## src/rtl/pdm_pkg.sv

```systemverilog
// Shared types for the dual phase comparator and monitor block.
// Assumes exactly two channels; the monitor encodings depend on that.
package pdm_pkg;
    localparam int NCH = 2;

    typedef enum logic [1:0] {
        MON_LOCK = 2'b00,
        MON_REF  = 2'b01,
        MON_FB   = 2'b10,
        MON_RST  = 2'b11
    } mon_mode_e;
endpackage

```

## src/rtl/pdm_pfd.sv

```systemverilog
// Two-flag phase-frequency comparator for one channel.
// Detects rising edges of the synchronous divider trains. A ref edge sets
// the lead flag and a fb edge sets the lag flag. When both would be set,
// both clear and done_o pulses. Assumes inputs are synchronous to clk.
module pdm_pfd (
    input  logic clk,
    input  logic rst_n,
    input  logic enable,
    input  logic ref_i,
    input  logic fb_i,
    output logic up_o,
    output logic dn_o,
    output logic pend_o,
    output logic done_o
);
    logic ref_q, fb_q, up_q, dn_q;
    logic ref_edge, fb_edge, up_n, dn_n;

    assign ref_edge = ref_i & ~ref_q;
    assign fb_edge  = fb_i & ~fb_q;
    assign up_n     = up_q | ref_edge;
    assign dn_n     = dn_q | fb_edge;
    assign done_o   = enable & up_n & dn_n;

    // Purpose: remember previous input levels for edge detection.
    always_ff @(posedge clk) begin
        if (!rst_n) begin
            ref_q <= 1'b0;
            fb_q  <= 1'b0;
        end else begin
            ref_q <= ref_i;
            fb_q  <= fb_i;
        end
    end

    // Purpose: set flags on edges, clear both once the comparison completes.
    always_ff @(posedge clk) begin
        if (!rst_n || !enable) begin
            up_q <= 1'b0;
            dn_q <= 1'b0;
        end else if (up_n && dn_n) begin
            up_q <= 1'b0;
            dn_q <= 1'b0;
        end else begin
            up_q <= up_n;
            dn_q <= dn_n;
        end
    end

    assign up_o   = up_q;
    assign dn_o   = dn_q;
    assign pend_o = up_q | dn_q;

    AST_NO_DOUBLE_FLAG: assert property (@(posedge clk) disable iff (!rst_n)
        !(up_q && dn_q));
    AST_PD_FLAGS_CLEAR: assert property (@(posedge clk) disable iff (!rst_n)
        !enable |=> (!up_q && !dn_q));
endmodule

```

## src/rtl/pdm_lock.sv

```systemverilog
// Lock qualifier for one channel.
// Counts the cycles of each phase-error pulse. A completed comparison
// shorter than ERR_LIM cycles advances a saturating run counter; a longer
// one resets it. Locked once the run reaches CONFIRM. Power-down clears all.
module pdm_lock #(
    parameter int ERR_LIM = 4,
    parameter int CONFIRM = 4
) (
    input  logic clk,
    input  logic rst_n,
    input  logic enable,
    input  logic pend,
    input  logic done,
    output logic locked_o
);
    localparam int EW = $clog2(ERR_LIM + 2);
    localparam int GW = $clog2(CONFIRM + 1);

    logic [EW-1:0] err_cnt, width;
    logic [GW-1:0] good_cnt;
    logic          good, locked_q;

    assign width = err_cnt + EW'(pend);
    assign good  = width < EW'(ERR_LIM);

    // Purpose: measure the length of the current error pulse, saturating.
    always_ff @(posedge clk) begin
        if (!rst_n || !enable || done)
            err_cnt <= '0;
        else if (pend && err_cnt < EW'(ERR_LIM))
            err_cnt <= err_cnt + 1'b1;
    end

    // Purpose: count consecutive short comparisons and hold the lock state.
    always_ff @(posedge clk) begin
        if (!rst_n || !enable) begin
            good_cnt <= '0;
            locked_q <= 1'b0;
        end else if (done) begin
            if (!good) begin
                good_cnt <= '0;
                locked_q <= 1'b0;
            end else if (good_cnt < GW'(CONFIRM)) begin
                good_cnt <= good_cnt + 1'b1;
                locked_q <= (good_cnt + 1'b1) == GW'(CONFIRM);
            end
        end
    end

    assign locked_o = locked_q;

    AST_ERR_BOUND: assert property (@(posedge clk) disable iff (!rst_n)
        err_cnt <= EW'(ERR_LIM));
    AST_WIDE_UNLOCKS: assert property (@(posedge clk) disable iff (!rst_n)
        (done && !good) |=> !locked_q);
    AST_PD_UNLOCKS: assert property (@(posedge clk) disable iff (!rst_n)
        !enable |=> !locked_q);
endmodule

```

## src/rtl/pdm_mon.sv

```systemverilog
// Registered monitor output selector and counter reset decode.
// Assumes two channels: in divider modes mon_chan[1] picks the channel.
module pdm_mon
    import pdm_pkg::*;
(
    input  logic           clk,
    input  logic           rst_n,
    input  mon_mode_e      mode,
    input  logic [NCH-1:0] chan,
    input  logic [NCH-1:0] lock_ind,
    input  logic [NCH-1:0] ref_i,
    input  logic [NCH-1:0] fb_i,
    output logic [NCH-1:0] div_reset,
    output logic           mon_o
);
    logic mon_n;

    // Purpose: choose the monitor source for the next cycle.
    always_comb begin
        case (mode)
            MON_LOCK: begin
                case (chan)
                    2'b01:   mon_n = lock_ind[0];
                    2'b10:   mon_n = lock_ind[1];
                    2'b11:   mon_n = &lock_ind;
                    default: mon_n = 1'b0;
                endcase
            end
            MON_REF: mon_n = ref_i[chan[1]];
            MON_FB:  mon_n = fb_i[chan[1]];
            default: mon_n = 1'b0;
        endcase
    end

    assign div_reset = (mode == MON_RST) ? chan : '0;

    // Purpose: register the monitor pin.
    always_ff @(posedge clk) begin
        if (!rst_n) mon_o <= 1'b0;
        else        mon_o <= mon_n;
    end

    AST_RST_MODE_LOW: assert property (@(posedge clk) disable iff (!rst_n)
        (mode == MON_RST) |=> !mon_o);
endmodule

```

## src/rtl/dual_pfd_lock_monitor.sv

```systemverilog
// Top: two phase comparators with lock qualifiers, sense swap, forced
// high impedance, power-down and a shared registered monitor pin.
// Assumes all inputs are synchronous to clk.
module dual_pfd_lock_monitor
    import pdm_pkg::*;
#(
    parameter int ERR_LIM = 4,
    parameter int CONFIRM = 4
) (
    input  logic       clk,
    input  logic       rst_n,
    input  logic [1:0] ref_div,
    input  logic [1:0] fb_div,
    input  logic [1:0] phase_inv,
    input  logic [1:0] cp_hi,
    input  logic       force_hiz,
    input  logic [1:0] pwr_down,
    input  logic [1:0] mon_mode,
    input  logic [1:0] mon_chan,
    output logic [1:0] pump_up,
    output logic [1:0] pump_dn,
    output logic [1:0] pump_en,
    output logic [1:0] cp_level,
    output logic [1:0] div_reset,
    output logic       mon_pin
);
    logic [NCH-1:0] up_f, dn_f, pend, done, locked, lock_ind;

    for (genvar i = 0; i < NCH; i++) begin : g_ch
        pdm_pfd u_pfd (
            .clk    (clk),
            .rst_n  (rst_n),
            .enable (~pwr_down[i]),
            .ref_i  (ref_div[i]),
            .fb_i   (fb_div[i]),
            .up_o   (up_f[i]),
            .dn_o   (dn_f[i]),
            .pend_o (pend[i]),
            .done_o (done[i])
        );

        pdm_lock #(.ERR_LIM(ERR_LIM), .CONFIRM(CONFIRM)) u_lock (
            .clk      (clk),
            .rst_n    (rst_n),
            .enable   (~pwr_down[i]),
            .pend     (pend[i]),
            .done     (done[i]),
            .locked_o (locked[i])
        );

        assign pump_en[i]  = ~force_hiz & ~pwr_down[i];
        assign pump_up[i]  = pump_en[i] & (phase_inv[i] ? dn_f[i] : up_f[i]);
        assign pump_dn[i]  = pump_en[i] & (phase_inv[i] ? up_f[i] : dn_f[i]);
        assign cp_level[i] = cp_hi[i];
        assign lock_ind[i] = locked[i] & ~pend[i];
    end

    pdm_mon u_mon (
        .clk       (clk),
        .rst_n     (rst_n),
        .mode      (mon_mode_e'(mon_mode)),
        .chan      (mon_chan),
        .lock_ind  (lock_ind),
        .ref_i     (ref_div),
        .fb_i      (fb_div),
        .div_reset (div_reset),
        .mon_o     (mon_pin)
    );

    AST_HIZ_NO_PUMP: assert property (@(posedge clk) disable iff (!rst_n)
        force_hiz |-> (pump_up == 2'b00 && pump_dn == 2'b00));
endmodule

```

## config.mk

```make
export PLATFORM = sky130hd
export DESIGN_NAME = dual_pfd_lock_monitor
export DESIGN_NICKNAME = d
export VERILOG_FILES = /design/src/rtl/pdm_pkg.sv /design/src/rtl/pdm_pfd.sv /design/src/rtl/pdm_lock.sv /design/src/rtl/pdm_mon.sv /design/src/rtl/dual_pfd_lock_monitor.sv
export SDC_FILE = /design/constraint.sdc
export NUM_CORES = 1
export LEC_CHECK = 0
export ABC_AREA = 1
export BUFFER_PORTS_ARGS = -buffer_cell sky130_fd_sc_hd__buf_2
export CAP_MARGIN = 20
export CORE_MARGIN = 10
export CORE_UTILIZATION = 48
export DETAILED_ROUTE_END_ITERATION = 7
export GPL_ROUTABILITY_DRIVEN = 1
export PLACE_DENSITY = 0.75
export SLEW_MARGIN = 20
export SYNTH_ARGS = -nofsm -noshare
export SYNTH_HDL_FRONTEND = slang
export SYNTH_SLANG_ARGS = --single-unit
```

## constraint.sdc

```tcl
create_clock -name clk -period 1 [get_ports clk]
set_input_delay 0.05 -clock clk [delete_from_list [all_inputs] [get_ports clk]]
set_output_delay 0.05 -clock clk [all_outputs]
set_load 0.02 [all_outputs]
```

==> flow_summary_export.csv, run 1 <==
group,metric,value,unit
run_status,status,"finished, violations left",
run_status,failed_checks,"setup timing",
finish,fillCellCount,183,
clock_tree,clock_sink_count,23,
placement,detailedPlacementHpwl,2480,um
routing,via_per_inst,4.95,
placement,pre_cts_ws,-0.119,ns
worst_setup_path,worst_setup_path_end_kind,"flop",
timing,worst_clock_skew,0.00397,ns
timing,timing.setup.tns,-2.07,ns
routing,totalWireLength,3350,um
grt,grt_pass1_vias,1307,
logic_synthesis,synth_fp_nets,204,
floorplan,std_cell_rows,18,
clock_tree,tritoncts,"yes",
grt,grt_first_pass_wirelength,5400,um
placement,io_buffer_count,23,
grt,grt.overflow.total,0,
logic_synthesis,netlist_top_cells_area,"sky130_fd_sc_hd__dfxtp_1 (36%), sky130_fd_sc_hd__nand2_1 (11%), sky130_fd_sc_hd__inv_1 (8.8%), sky130_fd_sc_hd__a21oi_1 (6.2%), sky130_fd_sc_hd__ha_1 (5.8%)",
finish,num-nets-final,259,
timing,tightestPinTransition,0.264,ns
floorplan,die_height,71.7,um
routing,drtIter0Drc,76,
finish,n_antenna_cell,0,
logic_synthesis,synth_area_leader_cell,"sky130_fd_sc_hd__dfxtp_1",
clock_tree,tritoncts.num_buffers,3,
finish,areaGrowthSynthToFinish,49.3,%
floorplan,fp.dieArea,5140,sq um
placement,placedCellCount,251,
timing,report.final.hold_viol_count,0,
worst_setup_path,ff2ff_setup_slack,-0.17,ns
timing,hold_slack,0.0250,ns
routing,route.detailed.drc,0,
worst_setup_path,criticalPathCategory,"flop to flop",
floorplan,die_width,71.7,um
clock_tree,ctsRootBufferMaster,"sky130_fd_sc_hd__clkbuf_4",
routing,drt_pass1_iterations,5,
finish,area_of_all_placed_cells_without_fillers,1920,sq um
finish,most-common-layout-cells,"sky130_fd_sc_hd__nand2_1 (31), sky130_fd_sc_hd__inv_1 (28), sky130_fd_sc_hd__buf_2 (19), sky130_fd_sc_hd__buf_4 (18), sky130_fd_sc_hd__nor2_1 (17)",
timing,report.final.setup_viol,18,
timing,timing.final.ws_setup,-0.173,ns
routing,detailroute.via_count,1312,
floorplan,ios,28,
logic_synthesis,syn_area_per_cell,7.09,sq um
finish,most_common_library_cell_in_the_layout_ignoring_fill_and_taps,"sky130_fd_sc_hd__nand2_1",
clock_tree,insertion_delay,0.31,ns
timing,finalCritPeriodShare,117,%
timing,fmax,0.852,GHz
grt,grt_antenna_before_repair,0,
flow_run,maxCapViolCount,0,
logic_synthesis,gate_count_after_technology_mapping,181,
clock_tree,clk_transition_reported_paths,0.13,ns
timing,final_count_of_pins_violating_max_slew,0,
logic_synthesis,seq_total_area_yosys,35.9,%
grt,largest_net_degree_at_the_start_of_global_routing,13,
placement,post_place_instance_area,1640,sq um
logic_synthesis,synth_top_area_share,35.9,%
floorplan,floorplan.initialDensity,50.9,%
finish,stdcell_count,265,
clock_tree,cts.path.max_buffers,2,
clock_tree,cts.htree.levels,1,
pwr,peakVddDrop,0.819,mV
logic_synthesis,ys_ff_latch,23,
placement,gp_congestion,0.859,
timing,relSlewSlack,82.4,%
routing,wl_per_cell,12.6,um
pwr,p_leak,0.915,nW
routing,detail_route_antenna_nets,0,
logic_synthesis,synth.cell_area,1280,sq um
worst_setup_path,crit_fanout,4,
logic_synthesis,synth.yosys.warnings,0,
timing,period_needed,1.17,ns
grt,track_usage,12.4,%
pwr,cellPowerDensity,957,nW/um^2
logic_synthesis,synth.lib_cells_used.distinct,25,
floorplan,core-area,2520,sq um
finish,proportion_of_layout_cells_with_a_drive_suffix_above_1,46.0,%
worst_setup_path,worstPathRequired,1.23,ns
worst_setup_path,critical_path_launch_point_type,"flop",
timing,setup_repair_after_global_routing_missed_its_margin,"true",
worst_setup_path,timing.critical_path.arrival,1.40,ns
worst_hold_path,min-delay-path-class,"input pin to flop",
-- layout make-up --
cell class	instances	area [sq um]	area share [%]
inverters	35	140	7.31
multi-input cells	121	842	43.9
clock buffers	4	26.3	1.37
repair buffers	52	393	20.5
flip-flops and latches	23	478	24.9
well taps	30	37.5	1.96
-- through the flow --
stage               util (%)  power [W]
floorplan                  -    0.00119
global placement        64.9    0.00131
detailed placement      64.9    0.00132
CTS                     71.6    0.00180
global route            76.0    0.00195
finish                  76.0    0.00183
-- power breakdown --
group | internal (W) | switching [W] | total (W)
Sequential | 0.000947 | 0.0000220 | 0.000970
Combinational | 0.000192 | 0.000231 | 0.000423
Clock | 0.000156 | 0.000285 | 0.000441
-- cells in the mapped netlist --
| cell | count |
|---|---|
| sky130_fd_sc_hd__nand3_2 | 2 |
| sky130_fd_sc_hd__nor2_4 | 2 |
| sky130_fd_sc_hd__nand2_2 | 6 |
| sky130_fd_sc_hd__nand2_1 | 36 |
| sky130_fd_sc_hd__dfxtp_1 | 23 |
| sky130_fd_sc_hd__a21boi_0 | 1 |
| sky130_fd_sc_hd__inv_1 | 30 |
| sky130_fd_sc_hd__inv_2 | 4 |
| sky130_fd_sc_hd__nor2_2 | 1 |
| sky130_fd_sc_hd__buf_4 | 2 |
| sky130_fd_sc_hd__o22ai_1 | 3 |
| sky130_fd_sc_hd__o21ai_1 | 2 |
| sky130_fd_sc_hd__a21oi_1 | 16 |
| sky130_fd_sc_hd__o21ai_4 | 1 |
| sky130_fd_sc_hd__o21ai_2 | 4 |
| sky130_fd_sc_hd__nand3_4 | 2 |
| sky130_fd_sc_hd__clkinv_1 | 1 |
| sky130_fd_sc_hd__o21ai_0 | 4 |
| sky130_fd_sc_hd__or2_1 | 1 |
| sky130_fd_sc_hd__or2_0 | 1 |
| sky130_fd_sc_hd__ha_1 | 6 |
| sky130_fd_sc_hd__nand4_1 | 1 |
| sky130_fd_sc_hd__nand3_1 | 12 |
| sky130_fd_sc_hd__nor2_1 | 19 |
| sky130_fd_sc_hd__a21boi_1 | 1 |
-- worst max-delay path, cell delays in order (launching register included) --
cell,delay (ns)
sky130_fd_sc_hd__dfxtp_4,0.39
sky130_fd_sc_hd__inv_4,0.04
sky130_fd_sc_hd__o21ai_2,0.07
sky130_fd_sc_hd__nand2_2,0.11
sky130_fd_sc_hd__nor2_4,0.16
sky130_fd_sc_hd__buf_4,0.13
sky130_fd_sc_hd__nand3_1,0.07
sky130_fd_sc_hd__nand2_1,0.07
sky130_fd_sc_hd__nor2_1,0.04
-- worst paths after layout --
kind | from | cells after the start | endpoint
setup / recovery | g_ch[1].u_pfd.dn_o | 8 | g_ch[1].u_lock.locked_o
hold / removal | rst_n | 3 | u_mon.mon_o
setup reg to reg | g_ch[1].u_pfd.dn_o | 8 | g_ch[1].u_lock.locked_o
hold reg to reg | g_ch[1].u_pfd.ref_q | 3 | g_ch[1].u_pfd.up_o
-- state kept, by name, summed over array words and instances, names as in the netlist --
name,count
g_ch.u_lock.err_cnt,6
g_ch.u_lock.good_cnt,6
g_ch.u_lock.locked_o,2
g_ch.u_pfd.dn_o,2
g_ch.u_pfd.fb_q,2
g_ch.u_pfd.ref_q,2
g_ch.u_pfd.up_o,2
u_mon.mon_o,1
-- routing by layer --
metal / global-route usage (%) / up-vias / part of all wire [%]
met2: 21.9 / 40 / 49
met1: 13.8 / 586 / 45
met4: 4.95 / 0 / 1.8
li1: - / 678 / -
met5: 0 / - / 0
met3: 3.03 / 8 / 4.9
-- cells by family after synthesis --
family,after synthesis,share of synthesized area [%]
compound gates,32,15.2
fa+ha+maj,6,5.85
buf+inv,37,11.4
flops,23,35.9
simple gates,83,31.7
-- what timing repair did --
action                                  4_1_cts  5_1_grt
setup buffers                                 1        5
endpoints found under the setup margin       18       22
hold endpoints to repair                      4        0
resized for setup                            29       22
hold buffers                                  5        0
pin swaps                                    10       12
Note: power is estimated with default switching activity, not from simulation.
==> run 2, diff against run 1 <==
CAP_MARGIN = unset   (was 20)
PLACE_DENSITY = 0.72   (was 0.75)
==> run 2 against run 1 <==
The run still ends with setup timing left. Total power is 4.0% higher. Clock-buffer cell count stayed put. Non-clock buffer count is 3 higher. Core utilization is 5.8 points higher. Fmax is 3.8% lower. Setup slack worse by 0.046 ns. Global-route usage is 1.2 points higher. Routed wire length is 17% higher. Combinational power is 17% higher. Flip-flop and latch count stayed put.
==> flow_summary_export.csv, run 2 (same netlist as run 1, synthesis figures left out) <==
group,metric,value,unit
grt,grt_antenna_before_repair,0,
placement,io_buffer_count,23,
worst_setup_path,criticalPathCategory,"flop to flop",
timing,relSlewSlack,79.4,%
routing,wl_per_cell,14.6,um
floorplan,std_cell_rows,18,
timing,final_count_of_pins_violating_max_slew,0,
clock_tree,insertion_delay,0.33,ns
worst_setup_path,worst_setup_path_end_kind,"flop",
timing,setup_repair_after_global_routing_missed_its_margin,"true",
worst_setup_path,crit-reg2reg-launch,"g_ch[0].u_pfd.up_o",
routing,drt_pass1_iterations,4,
finish,most-common-layout-cells,"sky130_fd_sc_hd__inv_1 (29), sky130_fd_sc_hd__nand2_1 (29), sky130_fd_sc_hd__buf_2 (19), sky130_fd_sc_hd__nor2_1 (17), sky130_fd_sc_hd__buf_4 (17)",
clock_tree,ctsRootBufferMaster,"sky130_fd_sc_hd__clkbuf_4",
pwr,cellPowerDensity,925,nW/um^2
timing,hold_slack,0.0124,ns
timing,fmax,0.820,GHz
floorplan,core-area,2520,sq um
clock_tree,tritoncts.num_buffers,3,
timing,worst_clock_skew,0.0108,ns
floorplan,die_height,71.7,um
timing,report.final.setup_viol,18,
floorplan,ios,28,
placement,gp_congestion,0.764,
clock_tree,tritoncts,"yes",
worst_setup_path,crit_fanout,7,
run_status,status,"finished, violations left",
routing,via_per_inst,5.22,
floorplan,fp.dieArea,5140,sq um
worst_setup_path,critical_path_launch_point_type,"flop",
placement,detailedPlacementHpwl,2470,um
routing,totalWireLength,3910,um
timing,report.final.hold_viol_count,0,
routing,detailroute.via_count,1399,
pwr,design_power_total,0.00191,W
floorplan,floorplan.initialDensity,50.9,%
pwr,p_leak,0.952,nW
flow_run,maxCapViolCount,0,
grt,largest_net_degree_at_the_start_of_global_routing,13,
clock_tree,clock_sink_count,23,
worst_hold_path,min-delay-path-class,"input pin to flop",
finish,proportion_of_layout_cells_with_a_drive_suffix_above_1,50.8,%
floorplan,die_width,71.7,um
pwr,peakVddDrop,1.05,mV
clock_tree,cts.path.max_buffers,2,
routing,route.detailed.drc,0,
timing,finalCritPeriodShare,122,%
finish,areaGrowthSynthToFinish,60.6,%
worst_setup_path,worstPathRequired,1.24,ns
finish,num-nets-final,262,
worst_hold_path,worstHoldStart,"rst_n",
worst_setup_path,critPathLaunch,"g_ch[0].u_pfd.up_o",
clock_tree,clk_transition_reported_paths,0.13,ns
grt,grt_pass1_vias,1342,
run_status,failed_checks,"setup timing",
timing,period_needed,1.22,ns
routing,drtIter0Drc,54,
finish,n_antenna_cell,0,
timing,tightestPinTransition,0.308,ns
timing,timing.final.ws_setup,-0.219,ns
grt,track_usage,13.6,%
routing,detail_route_antenna_nets,0,
grt,grt_first_pass_wirelength,5790,um
worst_setup_path,timing.critical_path.arrival,1.46,ns
grt,grt.overflow.total,0,
clock_tree,cts.htree.levels,1,
finish,layout_top_registers,"g_ch.u_lock.err_cnt: 6 flops, g_ch.u_lock.good_cnt: 6 flops",
==> run 2: cell count changes in the layout (fill, tap and decap cells not counted), sizes merged <==
| cell | before | now |
|---|---|---|
| buf | 47 | 50 |
==> run 2: worst paths after layout <==
| path | cells past startpoint | slack [ns] | to |
|---|---|---|---|
| max | 7 | -0.22 | g_ch[0].u_lock.good_cnt[2] |
| min | 3 | 0.01 | u_mon.mon_o |
| max reg2reg | 7 | -0.22 | g_ch[0].u_lock.good_cnt[2] |
| min reg2reg | 2 | 0.54 | g_ch[0].u_lock.err_cnt[2] |
==> run 2: cell type report <==
| class | instances | area [sq um] |
|---|---|---|
| Multi-Input combinational cell | 121 | 946 |
| Fill cell | 156 | 460 |
| Sequential cell | 23 | 479 |
| Timing Repair Buffer | 55 | 430 |
| Tap cell | 30 | 37.5 |
| Inverter | 35 | 143 |
| Clock buffer | 4 | 26.3 |
==> run 2: through the flow <==
stage          util [%]  setup TNS (ns)  cell area, sq um  cells  worst slack, ns
6_report           81.7           -2.39              2060    268           -0.219
5_1_grt            81.7           -3.50              2060    268           -0.289
4_1_cts            73.6           -1.32              1860    264           -0.172
3_5_place_dp       64.9          -0.739              1640    251           -0.127
3_3_place_gp       64.9          -0.319              1640    251          -0.0806
2_1_floorplan         -         -0.0497              1360    181          -0.0120
==> run 2: timing repair <==
item,4_1_cts,5_1_grt
gates resized for setup,35,42
setup endpoints to repair,17,22
hold endpoints to repair,4,0
buffers inserted,4,4
pin swaps,11,20
hold buffers,5,0
==> run 2: per-layer routing <==
layer / wire, um / global-route usage [%]
met2: 2040 / 24.5
met3: 140 / 3.86
met5: 0 / 0
met4: 126 / 4.30
met1: 1610 / 14.9
==> run 2: power by group <==
part	switching (W)	internal (W)	total (W)
combinational	0.000269	0.000224	0.000493
sequential	0.0000254	0.000946	0.000971
clock	0.000286	0.000157	0.000443
total	0.000580	0.00133	0.00191
==> run 2: critical path, stage by stage (launching register included) <==
cell and delay [ns]:
sky130_fd_sc_hd__dfxtp_2 0.38, sky130_fd_sc_hd__inv_4 0.06, sky130_fd_sc_hd__o21ai_2 0.08, sky130_fd_sc_hd__nand2_2 0.13
sky130_fd_sc_hd__nor2_4 0.24, sky130_fd_sc_hd__nand2_1 0.09, sky130_fd_sc_hd__o21ai_1 0.12, sky130_fd_sc_hd__inv_1 0.04
==> run 3, diff against run 2 <==
ABC_AREA = 0   (was 1)
CORE_UTILIZATION = 40   (was 48)
PLACE_DENSITY = 0.62   (was 0.72)
==> run 3 against run 2 <==
The run still ends with setup timing left. Sequential power decreased by 0.6%. Routed wire length decreased by 30%. Via count decreased by 26%. Core utilization decreased by 19 points. Cell area decreased by 16%. Fmax decreased by 2.3%. Non-clock buffer count decreased by 1. Clock-buffer cell count decreased by 1. Final cell count decreased by 25%. Hold slack improved by 0.025 ns. Largest power group unchanged. Highest routed layer unchanged.
==> flow_summary_export.csv, run 3 <==
group,metric,value,unit
run_status,status,"finished, violations left",
run_status,failed_checks,"setup timing",
logic_synthesis,synth.cells.most_frequent,"sky130_fd_sc_hd__dfxtp_1 (23), sky130_fd_sc_hd__nor2_1 (11), sky130_fd_sc_hd__inv_1 (8)",
pwr,cell_internal_pwr,0.00127,W
logic_synthesis,netlist_top_cells_area,"sky130_fd_sc_hd__dfxtp_1 (41%), sky130_fd_sc_hd__ha_1 (6.7%), sky130_fd_sc_hd__nor2_1 (3.7%), sky130_fd_sc_hd__a32o_1 (3.6%), sky130_fd_sc_hd__mux2i_1 (3.6%)",
worst_setup_path,crit_fanout,5,
clock_tree,tritoncts.num_buffers,3,
worst_setup_path,critical_path.reg2reg.endpoint,"g_ch[0].u_lock.good_cnt[1]",
worst_hold_path,worstHoldStart,"rst_n",
timing,fmax,0.801,GHz
routing,met1Wirelength,1320,um
pwr,p_leak,0.800,nW
worst_setup_path,timing.critical_path.arrival,1.45,ns
timing,period_needed,1.25,ns
timing,report.final.setup_viol,23,
worst_hold_path,worst_hold_path.num_cells,2,
finish,areaGrowthSynthToFinish,53.3,%
logic_synthesis,seq_total_area_yosys,40.8,%
finish,n_antenna_cell,0,
logic_synthesis,synth_async_sr_flop_share,0,%
routing,drt_pass1_iterations,3,
worst_setup_path,crit-reg2reg-launch,"g_ch[0].u_pfd.dn_o",
routing,drtIter0Drc,22,
worst_hold_path,whs_endpoint,"g_ch[1].u_pfd.fb_q",
logic_synthesis,synth_fp_nets,140,
worst_setup_path,ff2ff_setup_slack,-0.25,ns
timing,finalCritPeriodShare,125,%
floorplan,die_width,73.1,um
routing,wl_per_cell,13.5,um
pwr,share_comb_of_total_power,19.7,%
worst_hold_path,min-delay-path-class,"input pin to flop",
routing,wl_met2,1220,um
grt,grt_first_pass_wirelength,4650,um
timing,setup_repair_after_global_routing_missed_its_margin,"true",
placement,detailedPlacementHpwl,2150,um
finish,layout_top_registers,"g_ch.u_lock.err_cnt: 6 flops, g_ch.u_lock.good_cnt: 6 flops",
logic_synthesis,gate_count_after_technology_mapping,117,
clock_tree,clock_sink_count,23,
floorplan,die_height,73.1,um
timing,relSlewSlack,82.7,%
logic_synthesis,syn_area_per_cell,9.64,sq um
logic_synthesis,ys.flop_type,"sky130_fd_sc_hd__dfxtp_1",
routing,route.detailed.drc,0,
timing,hold_slack,0.0371,ns
worst_setup_path,worst_r2r_path_depth,4,
floorplan,fp.dieArea,5340,sq um
routing,dr.max_layer_used,"met4",
timing,final_count_of_pins_violating_max_slew,0,
logic_synthesis,synth.yosys.warnings,0,
worst_setup_path,worst_setup_path_end_kind,"flop",
grt,grt.overflow.total,0,
logic_synthesis,synth.lib_cells_used.distinct,28,
logic_synthesis,synth.cell_area,1130,sq um
logic_synthesis,synth_area_leader_cell,"sky130_fd_sc_hd__dfxtp_1",
clock_tree,cts.path.max_buffers,2,
routing,via_per_inst,5.16,
grt,track_usage,10.5,%
pwr,power.switching_fraction,26.5,%
logic_synthesis,library_cell_with_the_highest_instance_count_after_synthesis,"sky130_fd_sc_hd__dfxtp_1",
pwr,p_clk_share,24.4,%
logic_synthesis,synth-edff-count,0,
clock_tree,clk_transition_reported_paths,0.13,ns
worst_setup_path,criticalPathCategory,"flop to flop",
floorplan,ios,28,
grt,grt_pass1_vias,1101,
clock_tree,cts.htree.levels,1,
placement,placedCellCount,193,
finish,most_common_library_cell_in_the_layout_ignoring_fill_and_taps,"sky130_fd_sc_hd__buf_4",
routing,met3_length,172,um
finish,num-nets-final,195,
routing,totalWireLength,2730,um
finish,stdcell_count,202,
routing,detail_route_antenna_nets,0,
finish,proportion_of_layout_cells_with_a_drive_suffix_above_1,53.2,%
grt,largest_net_degree_at_the_start_of_global_routing,14,
timing,worst_clock_skew,0.00634,ns
worst_setup_path,critical_path_launch_point_type,"flop",
placement,io_buffer_count,23,
flow_run,maxCapViolCount,0,
floorplan,std_cell_rows,19,
floorplan,core-area,2730,sq um
clock_tree,cts-hold-fix-buffers,0,
timing,report.final.hold_viol_count,0,
finish,most-common-layout-cells,"sky130_fd_sc_hd__buf_4 (24), sky130_fd_sc_hd__buf_2 (21), sky130_fd_sc_hd__dfxtp_1 (14), sky130_fd_sc_hd__buf_6 (9), sky130_fd_sc_hd__inv_1 (8)",
placement,gp_congestion,0.748,
pwr,p_sw,0.000458,W
pwr,peakVddDrop,0.804,mV
logic_synthesis,synth_top_area_share,40.8,%
clock_tree,ctsRootBufferMaster,"sky130_fd_sc_hd__clkbuf_4",
worst_setup_path,worstPathRequired,1.21,ns
clock_tree,insertion_delay,0.31,ns
logic_synthesis,ys_ff_latch,23,
pwr,power.sequential.fraction,55.8,%
pwr,cellPowerDensity,1000,nW/um^2
timing,tightestPinTransition,0.257,ns
timing,timing.final.ws_setup,-0.248,ns
routing,detailroute.via_count,1042,
grt,grt_antenna_before_repair,0,
clock_tree,tritoncts,"yes",
floorplan,floorplan.initialDensity,41.2,%
run 3: worst max path at each step:
stage | end | start | slack, ns | cells past startpoint
after global routing | pump_up[1] | g_ch[1].u_pfd.up_o | -0.35 | 4
final | g_ch[0].u_lock.good_cnt[1] | g_ch[0].u_pfd.dn_o | -0.25 | 4
after global placement | g_ch[0].u_lock.good_cnt[0] | g_ch[0].u_pfd.up_o | -0.18 | 4
after floorplan | g_ch[0].u_lock.good_cnt[0] | g_ch[0].u_pfd.up_o | -0.15 | 4
after detailed placement | g_ch[1].u_lock.good_cnt[0] | g_ch[1].u_pfd.up_o | -0.22 | 4
after CTS | pump_up[0] | g_ch[0].u_pfd.dn_o | -0.28 | 4
run 3: critical path: stages, from the launching register on:
cell,delay [ns]
sky130_fd_sc_hd__dfxtp_4,0.39
sky130_fd_sc_hd__buf_4,0.14
sky130_fd_sc_hd__o22ai_4,0.17
sky130_fd_sc_hd__and4b_1,0.24
sky130_fd_sc_hd__a32o_1,0.21
run 3: power by group through the flow:
stage               Sequential (W)  Combinational, W  Clock (W)
floorplan                 0.000983          0.000151          0
global placement          0.000979          0.000280          0
detailed placement        0.000981          0.000287          0
CTS                       0.000965          0.000323   0.000445
global route              0.000969          0.000375   0.000486
finish                    0.000965          0.000341   0.000422
run 3: kinds of logic (layout without fill, tap and decap cells):
family,Yosys count,in the layout,synth area share [%]
compound gates,33,33,24.9
mux,4,4,3.55
simple gates,35,35,16.3
flops,23,23,40.8
xor+xnor,4,4,3.11
buf+inv,12,66,4.66
fa+ha+maj,6,6,6.66
run 3: area by class of cell:
type	count	area (sq um)
fillers	226	1010
multi-input cells	82	763
flip-flops and latches	23	482
repair buffers	54	387
well taps	31	38.8
inverters	8	30.0
clock buffers	3	22.5
clock inverters	1	5.00
run 3: through the flow:
| step | cell area (sq um) | setup TNS, ns | power, W | utilization (%) | setup slack (ns) |
|---|---|---|---|---|---|
| global placement | 1520 | -1.58 | 0.00126 | 55.5 | -0.178 |
| detailed placement | 1520 | -2.07 | 0.00127 | 55.5 | -0.223 |
| global route | 1730 | -4.59 | 0.00183 | 63.2 | -0.347 |
| floorplan | 1190 | -1.00 | 0.00113 | - | -0.149 |
| CTS | 1670 | -2.84 | 0.00173 | 61.2 | -0.279 |
| finish | 1730 | -3.24 | 0.00173 | 63.2 | -0.248 |
run 3: what timing repair did:
item,in CTS,in global routing
endpoints found under the setup margin,23,21
buffers inserted,3,2
pin swaps,8,4
resized for setup,26,10
hold endpoints to repair,0,0
run 3: routing by layer:
| metal | track usage [%] | vias up |
|---|---|---|
| li1 | - | 537 |
| met1 | 13.1 | 477 |
| met2 | 16.3 | 24 |
| met3 | 3.67 | 4 |
| met4 | 3.16 | 0 |
| met5 | 0 | - |
